### config.mk
export PLATFORM = sky130hd
export DESIGN_NAME = gpio_irq_unit
export DESIGN_NICKNAME = d
export VERILOG_FILES = /design/src/rtl/gpio_irq_pkg.sv /design/src/rtl/gpio_irq_cfg.sv /design/src/rtl/gpio_irq_detect.sv /design/src/rtl/gpio_irq_flags.sv /design/src/rtl/gpio_irq_rdport.sv /design/src/rtl/gpio_irq_unit.sv
export SDC_FILE = /design/constraint.sdc
export NUM_CORES = 1
export LEC_CHECK = 0
export CORE_MARGIN = 4
export CORE_UTILIZATION = 45
export CTS_CLUSTER_DIAMETER = 40
export DETAILED_ROUTE_END_ITERATION = 16
export DONT_BUFFER_PORTS = 1
export PLACE_DENSITY = 0.65
export SLEW_MARGIN = 10
export SYNTH_ARGS = -nofsm -noshare
export SYNTH_HDL_FRONTEND = slang
export SYNTH_SLANG_ARGS = --single-unit
### constraint.sdc
create_clock -name clk -period 1.8 [get_ports clk]
set_clock_uncertainty 0.05 [all_clocks]
set_input_delay 0.18 -clock clk [delete_from_list [all_inputs] [get_ports clk]]
set_output_delay 0.18 -clock clk [all_outputs]
set_load 0.005 [all_outputs]
### src/rtl/gpio_irq_pkg.sv
package gpio_irq_pkg;

   // byte offsets of the register window
   localparam int unsigned OFS_MASK = 32'h14;
   localparam int unsigned OFS_EN   = 32'h18;
   localparam int unsigned OFS_DIS  = 32'h1C;
   localparam int unsigned OFS_STAT = 32'h20;
   localparam int unsigned OFS_TYPE = 32'h24;
   localparam int unsigned OFS_VAL  = 32'h28;
   localparam int unsigned OFS_ANY  = 32'h2C;

   localparam int unsigned MIN_AW = 6;

   typedef enum logic [2:0] {
      RSEL_NONE,
      RSEL_MASK,
      RSEL_STAT,
      RSEL_TYPE,
      RSEL_VAL,
      RSEL_ANY
   } rsel_e;

endpackage

### src/rtl/gpio_irq_cfg.sv
module gpio_irq_cfg
   import gpio_irq_pkg::*;
#(
   parameter int unsigned NPIN = 32,
   parameter int unsigned DW   = 32,
   parameter int unsigned AW   = 8
) (
   input  logic            clk,
   input  logic            rst_n,
   input  logic            reg_wr,
   input  logic [AW-1:0]   reg_addr,
   input  logic [DW-1:0]   reg_wdata,
   output logic [NPIN-1:0] mask_o,
   output logic [NPIN-1:0] typ_o,
   output logic [NPIN-1:0] val_o,
   output logic [NPIN-1:0] any_o
);

   localparam logic [AW-1:0] A_EN   = AW'(OFS_EN);
   localparam logic [AW-1:0] A_DIS  = AW'(OFS_DIS);
   localparam logic [AW-1:0] A_TYPE = AW'(OFS_TYPE);
   localparam logic [AW-1:0] A_VAL  = AW'(OFS_VAL);
   localparam logic [AW-1:0] A_ANY  = AW'(OFS_ANY);

   logic [NPIN-1:0] wbits;
   logic            we_en, we_dis, we_typ, we_val, we_any;
   logic [NPIN-1:0] mask_q, typ_q, val_q, any_q;
   logic [NPIN-1:0] mask_d;

   assign wbits  = reg_wdata[NPIN-1:0];
   assign we_en  = reg_wr && (reg_addr == A_EN);
   assign we_dis = reg_wr && (reg_addr == A_DIS);
   assign we_typ = reg_wr && (reg_addr == A_TYPE);
   assign we_val = reg_wr && (reg_addr == A_VAL);
   assign we_any = reg_wr && (reg_addr == A_ANY);

   // set and clear are decoded from different offsets, never both at once
   always_comb begin
      mask_d = mask_q;
      if (we_en)  mask_d = mask_q | wbits;
      if (we_dis) mask_d = mask_q & ~wbits;
   end

   always_ff @(posedge clk or negedge rst_n) begin
      if (!rst_n) begin
         mask_q <= '0;
         typ_q  <= '0;
         val_q  <= '0;
         any_q  <= '0;
      end else begin
         mask_q <= mask_d;
         if (we_typ) typ_q <= wbits;
         if (we_val) val_q <= wbits;
         if (we_any) any_q <= wbits;
      end
   end

   assign mask_o = mask_q;
   assign typ_o  = typ_q;
   assign val_o  = val_q;
   assign any_o  = any_q;

endmodule

### src/rtl/gpio_irq_detect.sv
module gpio_irq_detect #(
   parameter int unsigned NPIN = 32
) (
   input  logic            clk,
   input  logic            rst_n,
   input  logic [NPIN-1:0] pin_i,
   input  logic [NPIN-1:0] typ_i,
   input  logic [NPIN-1:0] val_i,
   input  logic [NPIN-1:0] any_i,
   output logic [NPIN-1:0] evt_o
);

   logic [NPIN-1:0] prev_q;

   always_ff @(posedge clk or negedge rst_n) begin
      if (!rst_n) prev_q <= '0;
      else        prev_q <= pin_i;
   end

   for (genvar i = 0; i < NPIN; i++) begin : g_pin
      logic rise, fall, lvl_hit, dir_hit, edg_hit;
      assign rise    = pin_i[i] & ~prev_q[i];
      assign fall    = ~pin_i[i] & prev_q[i];
      assign lvl_hit = val_i[i] ? pin_i[i] : ~pin_i[i];
      assign dir_hit = val_i[i] ? rise : fall;
      assign edg_hit = any_i[i] ? (rise | fall) : dir_hit;
      assign evt_o[i] = typ_i[i] ? lvl_hit : edg_hit;
   end

endmodule

### src/rtl/gpio_irq_flags.sv
module gpio_irq_flags #(
   parameter int unsigned NPIN = 32
) (
   input  logic            clk,
   input  logic            rst_n,
   input  logic [NPIN-1:0] evt_i,
   input  logic            clr_i,
   input  logic [NPIN-1:0] mask_i,
   output logic [NPIN-1:0] status_o,
   output logic            irq_o
);

   logic [NPIN-1:0] status_q, status_d;
   logic            irq_q;

   // a fresh event beats the clearing read
   assign status_d = (clr_i ? '0 : status_q) | evt_i;

   always_ff @(posedge clk or negedge rst_n) begin
      if (!rst_n) begin
         status_q <= '0;
         irq_q    <= 1'b0;
      end else begin
         status_q <= status_d;
         irq_q    <= |(status_q & mask_i);
      end
   end

   assign status_o = status_q;
   assign irq_o    = irq_q;

endmodule

### src/rtl/gpio_irq_rdport.sv
module gpio_irq_rdport
   import gpio_irq_pkg::*;
#(
   parameter int unsigned NPIN = 32,
   parameter int unsigned DW   = 32,
   parameter int unsigned AW   = 8
) (
   input  logic            clk,
   input  logic            rst_n,
   input  logic            reg_rd,
   input  logic [AW-1:0]   reg_addr,
   input  logic [NPIN-1:0] mask_i,
   input  logic [NPIN-1:0] status_i,
   input  logic [NPIN-1:0] typ_i,
   input  logic [NPIN-1:0] val_i,
   input  logic [NPIN-1:0] any_i,
   output logic            clr_o,
   output logic [DW-1:0]   rdata_o
);

   rsel_e           sel;
   logic [NPIN-1:0] mux;
   logic [DW-1:0]   rdata_q;

   always_comb begin
      unique case (reg_addr)
         AW'(OFS_MASK): sel = RSEL_MASK;
         AW'(OFS_STAT): sel = RSEL_STAT;
         AW'(OFS_TYPE): sel = RSEL_TYPE;
         AW'(OFS_VAL):  sel = RSEL_VAL;
         AW'(OFS_ANY):  sel = RSEL_ANY;
         default:       sel = RSEL_NONE;
      endcase
   end

   always_comb begin
      case (sel)
         RSEL_MASK: mux = mask_i;
         RSEL_STAT: mux = status_i;
         RSEL_TYPE: mux = typ_i;
         RSEL_VAL:  mux = val_i;
         RSEL_ANY:  mux = any_i;
         default:   mux = '0;
      endcase
   end

   assign clr_o = reg_rd && (sel == RSEL_STAT);

   always_ff @(posedge clk or negedge rst_n) begin
      if (!rst_n)      rdata_q <= '0;
      else if (reg_rd) rdata_q <= DW'(mux);
      else             rdata_q <= '0;
   end

   assign rdata_o = rdata_q;

endmodule

### src/rtl/gpio_irq_unit.sv
module gpio_irq_unit
   import gpio_irq_pkg::*;
#(
   parameter int unsigned NPIN = 32,
   parameter int unsigned DW   = 32,
   parameter int unsigned AW   = 8
) (
   input  logic            clk,
   input  logic            rst_n,
   input  logic [NPIN-1:0] pin_i,
   input  logic            reg_wr,
   input  logic            reg_rd,
   input  logic [AW-1:0]   reg_addr,
   input  logic [DW-1:0]   reg_wdata,
   output logic [DW-1:0]   reg_rdata,
   output logic            irq_o
);

   if (NPIN < 1 || NPIN > DW) begin : g_bad_npin
      $error("gpio_irq_unit: NPIN must be in 1..DW");
   end
   if (AW < MIN_AW) begin : g_bad_aw
      $error("gpio_irq_unit: AW too small for the register window");
   end

   logic [NPIN-1:0] mask_q, typ_q, val_q, any_q;
   logic [NPIN-1:0] evt_vec, status_q;
   logic            stat_clr;

   gpio_irq_cfg #(.NPIN(NPIN), .DW(DW), .AW(AW)) u_cfg (
      .clk(clk), .rst_n(rst_n), .reg_wr(reg_wr), .reg_addr(reg_addr),
      .reg_wdata(reg_wdata), .mask_o(mask_q), .typ_o(typ_q),
      .val_o(val_q), .any_o(any_q)
   );

   gpio_irq_detect #(.NPIN(NPIN)) u_det (
      .clk(clk), .rst_n(rst_n), .pin_i(pin_i), .typ_i(typ_q),
      .val_i(val_q), .any_i(any_q), .evt_o(evt_vec)
   );

   gpio_irq_flags #(.NPIN(NPIN)) u_flg (
      .clk(clk), .rst_n(rst_n), .evt_i(evt_vec), .clr_i(stat_clr),
      .mask_i(mask_q), .status_o(status_q), .irq_o(irq_o)
   );

   gpio_irq_rdport #(.NPIN(NPIN), .DW(DW), .AW(AW)) u_rd (
      .clk(clk), .rst_n(rst_n), .reg_rd(reg_rd), .reg_addr(reg_addr),
      .mask_i(mask_q), .status_i(status_q), .typ_i(typ_q), .val_i(val_q),
      .any_i(any_q), .clr_o(stat_clr), .rdata_o(reg_rdata)
   );

endmodule

Word-level counts from Yosys, hierarchy flattened
Index checks and enable logic that the tools add are counted.

Bitwise gates (word level): 165. Eq/ne operators: 12. Multiplexer cells: 134. Reduce and logical (&&, ||, !) cells: 8.

Operators with widths (count): 32-bit one-hot mux with 5 select lines (1); 1-bit two-way mux (128); 32-bit two-way mux (4); 1-bit AND (64); 32-bit AND (2); 1-bit NOT (64); 32-bit bitwise OR (2); 8-bit by 6-bit == test with 1-bit output (second input constant) (4); 32-bit NOT (1); 1-bit bitwise OR (32); 32-bit OR reduction (1); 8-bit by 5-bit == test with 1-bit output (second input constant) (3); 3-bit one-hot mux with 5 select lines (1); 3-bit by 2-bit == test with 1-bit output (second input constant) (2); 3-bit == test (second input constant) (2); 1-bit logical AND (6); 3-bit by 1-bit == test with 1-bit output (second input constant) (1); 2-bit nonzero test (1).

Flip-flop bits (word level): 225. Output and inout port bits: 33. Logic and storage cells: 327.

Depth between registers and ports, before layout
Depth after elaboration: 6. Gate-level depth with buffers: 7.

Hierarchy
Synthesis repeated with hierarchy kept, for this count alone.

Cell total of the unflattened synthesis: 989. Area total of the unflattened synthesis: 11527.3 um^2.

Modules (own cells, without submodules): gpio_irq_cfg (area each 5052.3 um^2, seq. area each 3203.1 um^2, instances 1, cells an instance 348); gpio_irq_detect (area each 3042.9 um^2, seq. area each 800.8 um^2, instances 1, cells an instance 352); gpio_irq_rdport (area each 2187.1 um^2, seq. area each 800.8 um^2, instances 1, cells an instance 199); gpio_irq_flags (area each 1244.9 um^2, seq. area each 825.8 um^2, instances 1, cells an instance 90).

Worst setup path before layout
Ideal clock, no wire load.

Kind: input to register. Start point: input reg_addr[7]. End point: register u_cfg.val_q[10] (netlist: u_cfg.val_o[10]). Slack: 0.185 ns. Library setup time: 0.127 ns. Data required time: 1.623 ns. Arrival time: 1.437 ns. Stages: 6. Cell sequence: nor4b_2 -> buf_4 -> nand4_2 -> nor2_4 -> buf_6 -> mux2_1.

Longest elaborated chain between the ends: 2.

Ends and longest elaborated chain: from (decl) (line gpio_irq_unit.sv:13) `input logic [AW-1:0] reg_addr,`; 8-bit by 6-bit == test with 1-bit output (line gpio_irq_cfg.sv:34) `assign we_val = reg_wr && (reg_addr == A_VAL);`; 1-bit logical AND (line gpio_irq_cfg.sv:34); to (signal assigned) (line gpio_irq_cfg.sv:53) `if (we_val) val_q <= wbits;`; to (decl) (line gpio_irq_cfg.sv:27) `logic [NPIN-1:0] mask_q, typ_q, val_q, any_q;`.

Every way passes these cells. A chain may end at the register's enable or synchronous reset.

==> qor.txt <==
Hold Buf Count CTS: 98
WL/cell: 21.1 um
Final ANT Viol Nets: 0
PostCTS Resize Cnt: 0
max cap viols: 0
number of global-route vias before repair: 8518
Worst EP arrival: 2.00 ns
fin crit share: 92.8%
Final GP Congestion: 0.780
CP Max Fanout: 14
Final setup violation count: 0
Crit path largest cell delay: 0.57 ns
YS warnings: 0
Yosys top cell by area: dfrtp_1
Reg-to-Reg Start: u_flg.status_o[6]
largest net degree at the start of global routing: 226
Die W: 167 um
worst hold slack: -0.665 ns
nets@finish: 1210
Power Total: 13.0 mW
actual slew at the worst max-slew pin: 0.655 ns
clk buf depth: 3
worst r2r dst: u_flg.irq_o
I/O Buffers: 0
status: finished, violations left
Synth Flop Type: dfrtp_1
Yosys reg bits: 225
H-tree depth: 2
layout cells sized above 1: 11.6%
final hold vios: 225
total power per unit cell area: 929 mW/mm^2
Syn Nets: 1091
R2R depth: 3
ant diodes: 0
clock period minus worst slack: 1.67 ns
initial antenna violation count: 1
Setup CP Type: in -> reg
reg-to-reg slack, setup: 0.23 ns
die area: 0.0279 sq mm
Post-Layout Cell Count: 1418
First-pass DRT Iterations: 5
DRC violations left: 0
crit-path cells: nor4b_4 > and4_1 > buf_4 > nand2_1 > mux2i_1 > dlygate4sd3_1
Fin Setup TNS: 0 ns
clk sinks: 225
first-pass GRT wire length: 48500 um
CTS tree: yes
ys async rst share: 100%
Worst setup EP type: flop
Starting DRT DRC Count: 574
Rel. slew slack: 56.2%
critical path startpoint: reg_addr[7]
Clock Pin Slew Worst Setup and Hold Paths: 0.05 ns
hpwl dp: 18400 um
Syn Inst Count: 951
Worst path top cell family by delay: simple AND/OR/NAND/NOR gates
TritonCTS Buffers: 36
Cell variety after synth: 35
Area contributors post-synth: dfrtp_1 50%, mux2_1 9.5%, ha_1 7.0%
share of the synthesized area in the top cell type: 49.5%
IO Count: 109
area growth from synthesis to layout: 22.9%
worst vdd ir: 716 uV
core area: 0.0246 sq mm
Worst path slowest cell: dlygate4sd3_1
Post-CTS Setup Bufs: 0
CP Launch Type: primary input
GRT Resource Usage Total: 21.9%
worst min path class: in -> async
Leak: 6.56 nW
synthesized area: 0.0114 sq mm
Initial Util: 46.2%
Routed Wire Length: 29900 um
EDFF count, synth: 0
Avg Inst Size Synth: 12.0 sq um
CP Buf/Inv Count: 2
WP depth: 6
fin. max-slew vios: 0
Max Freq: 0.598 GHz
num rows: 57
utilization after layout: 56.8%
Placed Cells: 1258
RSZ-0062 raised after global routing: false
total gr overflow: 0
sequential share of the synthesized area: 49.5%
Data required, critical path: 2.13 ns
root buffer cell: clkbuf_16
vias: 7919
failing checks: hold timing
Skew-Pair Late Insertion Delay: 0.51 ns
via/cell ratio: 5.58
die height: 167 um
## stage by stage
step                      cell area, sq um  setup slack (ns)
after floorplan                      11400             0.185
after global placement               11800             0.113
after detailed placement             11800            0.0860
after CTS                            14000             0.173
after global routing                 14000            0.0494
final                                14000             0.129
## cells by family after synthesis
family	after synthesis	share of synthesized area, %
AOI/OAI and AO/OA	209	14.2
buffers and inverters	140	5.44
adders and majority gates	64	7.04
and+or+nand+nor	121	5.81
muxes	160	15.5
xor gates and xnor gates	32	2.46
DFF	225	49.5
## routing by layer
layer	wire, um	track usage [%]	part of all wire (%)	up-vias
li1	-	-	-	3672
met1	13300	30.0	45	3977
met2	14000	34.8	47	209
met3	1840	5.17	6.2	59
met4	751	6.51	2.5	2
met5	12	0	0.040	-
## worst min path at each step
stage,endpoint,slack (ns),depth (start not counted)
final,u_flg.status_o[5],-0.67,0
after detailed placement,u_rd.rdata_o[7],-0.15,0
after global placement,u_rd.rdata_o[7],-0.15,0
after floorplan,asynchronous set/reset pin,-0.17,0
after global routing,u_det.prev_q[20],-0.69,0
after CTS,u_det.prev_q[3],-0.68,0
## cells in the mapped netlist (2+ instances only)
library cell / instances
a21oi_1: 30
nor2_1: 4
nor4b_2: 2
xnor2_1: 32
buf_4: 7
nand4_1: 4
a2bb2oi_1: 2
buf_2: 17
dfrtp_1: 225
clkbuf_1: 10
inv_1: 96
and4_1: 3
mux2_1: 96
a22o_1: 33
a22oi_1: 46
mux2_2: 32
buf_6: 6
nor2b_1: 34
ha_1: 64
a211oi_1: 64
nand2_1: 64
a32oi_1: 2
buf_1: 4
a221o_1: 32
mux2i_1: 32
## cells in the final DEF (no fill, tap or decap), types with 3 or more instances in the layout
| master | count |
|---|---|
| ha_1 | 64 |
| inv_1 | 96 |
| clkinvlp_4 | 5 |
| nand2_1 | 64 |
| clkinv_2 | 5 |
| a221o_1 | 32 |
| xnor2_1 | 32 |
| nor2b_1 | 34 |
| nor4b_4 | 3 |
| dfrtp_1 | 225 |
| buf_12 | 6 |
| clkbuf_16 | 37 |
| and4_1 | 3 |
| mux2i_1 | 32 |
| nand4_1 | 4 |
| buf_4 | 22 |
| clkinv_4 | 4 |
| a211oi_1 | 64 |
| a22oi_1 | 46 |
| clkbuf_1 | 4 |
| nor2_1 | 4 |
| dlygate4sd3_1 | 97 |
| mux2_2 | 32 |
| a21oi_1 | 30 |
| mux2_1 | 96 |
| a22o_1 | 33 |
| bufinv_16 | 3 |
## power breakdown
group / leakage, nW / switching (mW) / total (mW) / internal, mW
Combinational: 3.28 / 0.341 / 0.822 / 0.481
Sequential: 2.72 / 0.185 / 5.43 / 5.25
Clock: 0.565 / 2.45 / 6.74 / 4.29
Total: 6.56 / 2.97 / 13.0 / 10.0
## area by class of cell
class / instances / area, sq um
Fill cell: 2074 / 10600
Sequential cell: 225 / 5630
Multi-Input combinational cell: 586 / 5150
Timing Repair Buffer: 125 / 1260
Clock buffer: 43 / 968
Tap cell: 324 / 405
Inverter: 96 / 360
Clock inverter: 19 / 208
Power figures use the tool's default switching activity.
